`src/rtl/dss_pkg.sv`:
```
package dss_pkg;

    typedef enum logic [1:0] {
        ACT_HOLD  = 2'd0,
        ACT_RIGHT = 2'd1,
        ACT_LOAD  = 2'd2,
        ACT_LEFT  = 2'd3
    } dss_act_e;

endpackage

```
`src/rtl/dss_strobe_decode.sv`:
```
module dss_strobe_decode
    import dss_pkg::*;
(
    input  logic     mode_load,
    input  logic     shift_stb,
    input  logic     load_stb,
    input  logic     left_en,
    output dss_act_e act
);

    always_comb begin
        act = ACT_HOLD;
        if (mode_load) begin
            if (load_stb) begin
                act = left_en ? ACT_LEFT : ACT_LOAD;
            end
        end else begin
            if (shift_stb) begin
                act = ACT_RIGHT;
            end
        end
    end

endmodule

```
`src/rtl/dss_stage_mux.sv`:
```
module dss_stage_mux
    import dss_pkg::*;
#(
    parameter int WIDTH = 4
) (
    input  dss_act_e           act,
    input  logic               ser_in,
    input  logic [WIDTH-1:0]   par_in,
    input  logic [WIDTH-1:0]   cur,
    output logic [WIDTH-1:0]   nxt
);

    localparam int LAST = WIDTH - 1;

    for (genvar i = 0; i < WIDTH; i++) begin : g_stage
        logic from_below;
        logic from_above;

        if (i == 0) begin : g_first
            assign from_below = ser_in;
        end else begin : g_rest
            assign from_below = cur[i-1];
        end

        if (i == LAST) begin : g_top
            assign from_above = ser_in;
        end else begin : g_inner
            assign from_above = cur[i+1];
        end

        always_comb begin
            case (act)
                ACT_RIGHT: nxt[i] = from_below;
                ACT_LOAD:  nxt[i] = par_in[i];
                ACT_LEFT:  nxt[i] = from_above;
                default:   nxt[i] = cur[i];
            endcase
        end
    end

endmodule

```
`src/rtl/dual_strobe_shreg.sv`:
```
module dual_strobe_shreg
    import dss_pkg::*;
#(
    parameter int WIDTH = 4
) (
    input  logic             clk,
    input  logic             rst,
    input  logic             mode_load,
    input  logic             shift_stb,
    input  logic             load_stb,
    input  logic             left_en,
    input  logic             ser_in,
    input  logic [WIDTH-1:0] par_in,
    output logic [WIDTH-1:0] stages,
    output logic             ser_out
);

    localparam int LAST = WIDTH - 1;

    typedef struct packed {
        logic [WIDTH-1:0] stages;
    } shreg_state_t;

    shreg_state_t st_d, st_q;
    dss_act_e     act;
    logic [WIDTH-1:0] mux_nxt;

    dss_strobe_decode i_decode (
        .mode_load (mode_load),
        .shift_stb (shift_stb),
        .load_stb  (load_stb),
        .left_en   (left_en),
        .act       (act)
    );

    dss_stage_mux #(.WIDTH(WIDTH)) i_mux (
        .act    (act),
        .ser_in (ser_in),
        .par_in (par_in),
        .cur    (st_q.stages),
        .nxt    (mux_nxt)
    );

    always_comb begin
        st_d        = st_q;
        st_d.stages = mux_nxt;
        if (rst) begin
            st_d = '0;
        end
    end

    always_ff @(posedge clk) begin
        st_q <= st_d;
    end

    assign stages  = st_q.stages;
    assign ser_out = st_q.stages[LAST];


    a_r1_reset_clears: assert property (@(posedge clk)
        rst |=> (stages == '0));


    a_r2_right_shift: assert property (@(posedge clk) disable iff (rst)
        (!mode_load && shift_stb) |=>
            (stages == {$past(stages[WIDTH-2:0]), $past(ser_in)}));


    a_r3_parallel_load: assert property (@(posedge clk) disable iff (rst)
        (mode_load && load_stb && !left_en) |=> (stages == $past(par_in)));


    a_r6_left_shift: assert property (@(posedge clk) disable iff (rst)
        (mode_load && load_stb && left_en) |=>
            (stages == {$past(ser_in), $past(stages[WIDTH-1:1])}));


    a_r7_unselected_holds: assert property (@(posedge clk) disable iff (rst)
        ((!mode_load && !shift_stb) || (mode_load && !load_stb)) |=>
            $stable(stages));

endmodule

```
`config.mk`:
```
export PLATFORM = sky130hd
export DESIGN_NAME = dual_strobe_shreg
export DESIGN_NICKNAME = d
export VERILOG_FILES = /design/src/rtl/dss_pkg.sv /design/src/rtl/dss_strobe_decode.sv /design/src/rtl/dss_stage_mux.sv /design/src/rtl/dual_strobe_shreg.sv
export SDC_FILE = /design/constraint.sdc
export NUM_CORES = 1
export LEC_CHECK = 0
export BUFFER_PORTS_ARGS = -buffer_cell sky130_fd_sc_hd__clkbuf_2
export CAP_MARGIN = 30
export CORE_AREA = 2 2 39 41
export CTS_BUF_LIST = sky130_fd_sc_hd__clkbuf_16
export DETAILED_ROUTE_END_ITERATION = 12
export DIE_AREA = 0 0 41 43
export PLACE_DENSITY_LB_ADDON = 0.15
export SLEW_MARGIN = 20
export SYNTH_ARGS = -nofsm -noshare
export SYNTH_HDL_FRONTEND = slang
export SYNTH_SLANG_ARGS = --single-unit
```
`constraint.sdc`:
```
create_clock -name clk -period 1.63 [get_ports clk]
set_input_delay 0.163 -clock clk [delete_from_list [all_inputs] [get_ports clk]]
set_output_delay 0.163 -clock clk [all_outputs]
set_load 0.01 [all_outputs]
```
Yosys cells after proc, flatten, opt, wreduce, memory -nomap -nowiden
Index checks and enable logic that the tools add are counted.
{"block": "totals", "ff_bits": 4, "inputBits": 11, "elab_cells": 13, "out_inout_bits": 5}
{"block": "op_classes", "n_reduce_logical": 1, "eq_ne": 3, "mux": 8}
{"op": "one-hot mux 1 bit (3 select lines)", "count": 4}
{"op": "equality test 2 bit (second input constant)", "count": 2}
{"op": "two-way mux 2 bit", "count": 2}
{"op": "nonzero test 3 bit", "count": 1}
{"op": "equality test 2 x 1 -> 1 bit (second input constant)", "count": 1}
{"op": "two-way mux 1 bit", "count": 2}

Depth between registers and ports, before layout
{"block": "depth", "depth_word": 5, "depth_mapped": 3, "ltp_nobuf": 3}

Hierarchy
From an unflattened synthesis, not the netlist that was laid out.
{"block": "unflattened", "cells_unflattened": 17, "area_unflattened_um2": 239.0}
{"mod": "dual_strobe_shreg", "cells_per_inst": 9, "instances": 1, "seq_area_each_um2": 80.1, "area_per_inst_um2": 112.6}
{"mod": "dss_stage_mux", "cells_per_inst": 4, "instances": 1, "seq_area_each_um2": 0.0, "area_per_inst_um2": 105.1}
{"mod": "dss_strobe_decode", "cells_per_inst": 4, "instances": 1, "seq_area_each_um2": 0.0, "area_per_inst_um2": 21.3}

Worst setup path after synthesis
No wires, ideal clock.
{"block": "synth_path", "path_kind": "register -> register", "from": "register st_q, in the netlist stages[3]", "to": "register st_q, in the netlist stages[2]", "n_path_buf": 0, "setup_ns": 0.117, "t_arrival_ns": 0.760, "required_ns": 1.513, "path_stages_with_launch": 4, "synth_period_minus_slack_ns": 0.877, "setup_slack_ns": 0.753, "cell_sequence": "dfxtp_1 -> mux2_2 -> o22ai_1 -> nor3_1"}
{"block": "synth_between", "elab_chain_cells": 1}
{"item": "start: declaration", "line": "dual_strobe_shreg.sv:24", "text": "shreg_state_t st_d, st_q;"}
{"item": "start signal: assignment", "line": "dual_strobe_shreg.sv:53", "text": "st_q <= st_d;"}
{"item": "one-hot mux 1 bit (3 select lines)", "line": "dss_stage_mux.sv:32", "text": "case (act)"}
Every way passes these cells.
A chain may end at the register's enable or synchronous reset.

Final worst setup path
{"block": "layout_path", "from": "register st_q, in the netlist stages[3]", "to": "output port stages[3]"}
{"item": "end: declaration", "line": "dual_strobe_shreg.sv:14", "text": "output logic [WIDTH-1:0] stages,"}
No word-level cell between the ends.

==> impl_metrics.json <==
{
  "result_of_the_run": "finished clean",
  "min_path_type": "in -> reg",
  "tritonroute_pass_1_iters": 3,
  "hold_violations": 0,
  "total_global_routing_overflow": 0,
  "sequential_cell_area_sq_um": 80.1,
  "grt_use_total_pct": 9.55,
  "placement_rows": 14,
  "netlist_instances": 29,
  "numClockSinks": 4,
  "critical-path-max-stage-delay_ps": 370,
  "post-route-drc-count": 0,
  "cts.hold.buffers_added": 0,
  "clk_latency_worst_skew_pair_ps": 220,
  "cts-buffers-inserted": 3,
  "postSynthAreaPerCell_sq_um": 8.11,
  "worst-endpoint-required_ps": 1470,
  "tritoncts": "yes",
  "vias_per_cell": 4.32,
  "detail-route-antenna-nets": 0,
  "worst-path-buf-inv": 1,
  "timing.setup.critical_path_class": "reg -> out",
  "min_period_over_period_pct": 55.9,
  "detailroute.via_count": 268,
  "setup_tns_ps": 0,
  "min-delay-start": "rst",
  "mostFrequentLayoutCells": "sky130_fd_sc_hd__clkbuf_2, sky130_fd_sc_hd__nor2_1, sky130_fd_sc_hd__nand2_1, sky130_fd_sc_hd__dfxtp_1",
  "clk_root_buffer_cell": "sky130_fd_sc_hd__clkbuf_16",
  "finalNetCount": 59,
  "maxSlewViolCount": 0,
  "grt_start_max_net_pins": 6,
  "final_number_of_setup_violating_endpoints": 0,
  "end_kind": "primary output",
  "synth_nets": 40,
  "yosys.cell_types.count": 14,
  "critical_path.top_delay_family": "flip-flops",
  "filler_cell_count": 150,
  "r2r_start": "stages[3]",
  "drt_first_iter_violations": 6,
  "post_cts.repair.setup_buffers": 0,
  "min_period_ps": 912,
  "crit_path_max_fanout": 4,
  "leakagePower_nw": 0.189,
  "maxSlewHeadroom_pct": 83.4,
  "critical_path.startpoint_type": "flip-flop",
  "fin_ws_ps": 718,
  "core_sq_um": 1380,
  "htree_num_levels": 1,
  "global_route_wire_length_before_repair_mm": 1.08,
  "num_antenna_cells": 0,
  "post_layout_util_pct": 28.8,
  "max_freq_mhz": 1100,
  "register_to_register_setup_slack_ps": 730,
  "synth.yosys.seq_area_share_pct": 34.0,
  "largest_register_ff_count": 4,
  "layout_commonest_cell": "sky130_fd_sc_hd__clkbuf_2",
  "drive_gt1_share_pct": 45.7,
  "reg2reg_to": "stages[2]",
  "worst_hold_path.endpoint": "stages[0]",
  "worstHoldPathCells": 2,
  "route.detailed.wl_per_inst_microns": 10.3,
  "max-clock-path-buffers": 2,
  "hold_slack_ps": 160,
  "timing.critical_path.slowest_stage_cell": "sky130_fd_sc_hd__dfxtp_1",
  "place_hpwl_microns": 552,
  "die-area_sq_um": 1760,
  "arrival_ps": 750,
  "fin_skew_ps": 2.23,
  "ff_latch_count_synth": 4,
  "final_cells": 62,
  "multi_input_comb_area_sq_um": 144,
  "area_growth_pct": 69.1,
  "post_route_wl_microns": 637,
  "routabilityCongestion": 0.716,
  "worstPathCellList": "clkbuf_2",
  "post-place-ws_ps": 680,
  "via_count_of_the_first_global_routing_pass": 261,
  "cts.repair.resized": 0,
  "timing.max_cap.violations": 0,
  "die_height_microns": 43,
  "worstMarginPinSlew_ps": 248,
  "yosys_warnings": 0,
  "numPortBuffers": 15,
  "power-per-cell-area_nw_per_um2": 1390,
  "numPlacedInstances": 59,
  "rsz0062_at_grt": "no",
  "clk_transition_reported_paths_ps": 30,
  "number_of_antenna_violations_at_the_first_check_in_global_routing": 0,
  "initial_core_util_pct": 17.0,
  "io_pins": 16,
  "syn-cell-area_sq_um": 235,
  "vdd_ir_drop_max_v": 0.000301,
  "ff2ff_path_depth": 3,
  "floorplan.die.width_microns": 41
}
layer usage:
| metal | GRT usage, % | wire (microns) |
|---|---|---|
| met5 | 0 | 0 |
| met4 | 8.00 | 0 |
| met3 | 3.14 | 46 |
| met2 | 12.5 | 300 |
| met1 | 11.9 | 290 |
layout make-up:
class | instances | share of cell area [%]
multi-input cells | 23 | 36.2
inverters | 1 | 0.943
repair buffers | 15 | 18.9
clock buffers | 3 | 18.9
well taps | 16 | 5.03
flip-flops and latches | 4 | 20.1
metrics by stage:
stage / power, W / instance area [sq um]
after floorplan: 0.000152 / 235
after global placement: 0.000184 / 323
after detailed placement: 0.000183 / 323
after CTS: 0.000564 / 398
after global routing: 0.000584 / 398
final: 0.000555 / 398
cell families (layout without fill, tap and decap cells):
family                 after synthesis  in the layout  synth area share [%]
AO/OA/AOI/OAI                        7              7                  21.3
buffers and inverters                2             19                  4.79
AND/OR/NAND/NOR                     14             14                  28.7
flip-flops                           4              4                  34.0
multiplexers                         2              2                  11.2
synth_stat cells, drive strengths merged:
cell type / instances / share of area, %
a211oi: 3 / 9.6
and3: 1 / 3.2
buf: 1 / 3.2
dfxtp: 4 / 34
inv: 1 / 1.6
mux2: 2 / 11
nand2: 4 / 6.4
nand2b: 1 / 2.7
nor2: 4 / 6.4
nor2b: 3 / 8.0
nor3: 1 / 2.1
o22ai: 3 / 8.0
o32ai: 1 / 3.7
report_power, final:
part           switching [W]  leakage [nW]  internal (W)
sequential        0.00000847        0.0332      0.000107
clock              0.0000616        0.0370      0.000313
combinational      0.0000309         0.119     0.0000335
total               0.000101         0.189      0.000454
worst max path at each step:
stage | from | endpoint | depth (start not counted)
floorplan | stages[3] | stages[2] | 3
global placement | mode_load | stages[2] | 4
detailed placement | mode_load | stages[2] | 4
CTS | stages[3] | stages[3] | 1
global route | stages[3] | stages[2] | 3
finish | stages[3] | stages[3] | 1
No activity file was read; power rests on OpenSTA's default activity.
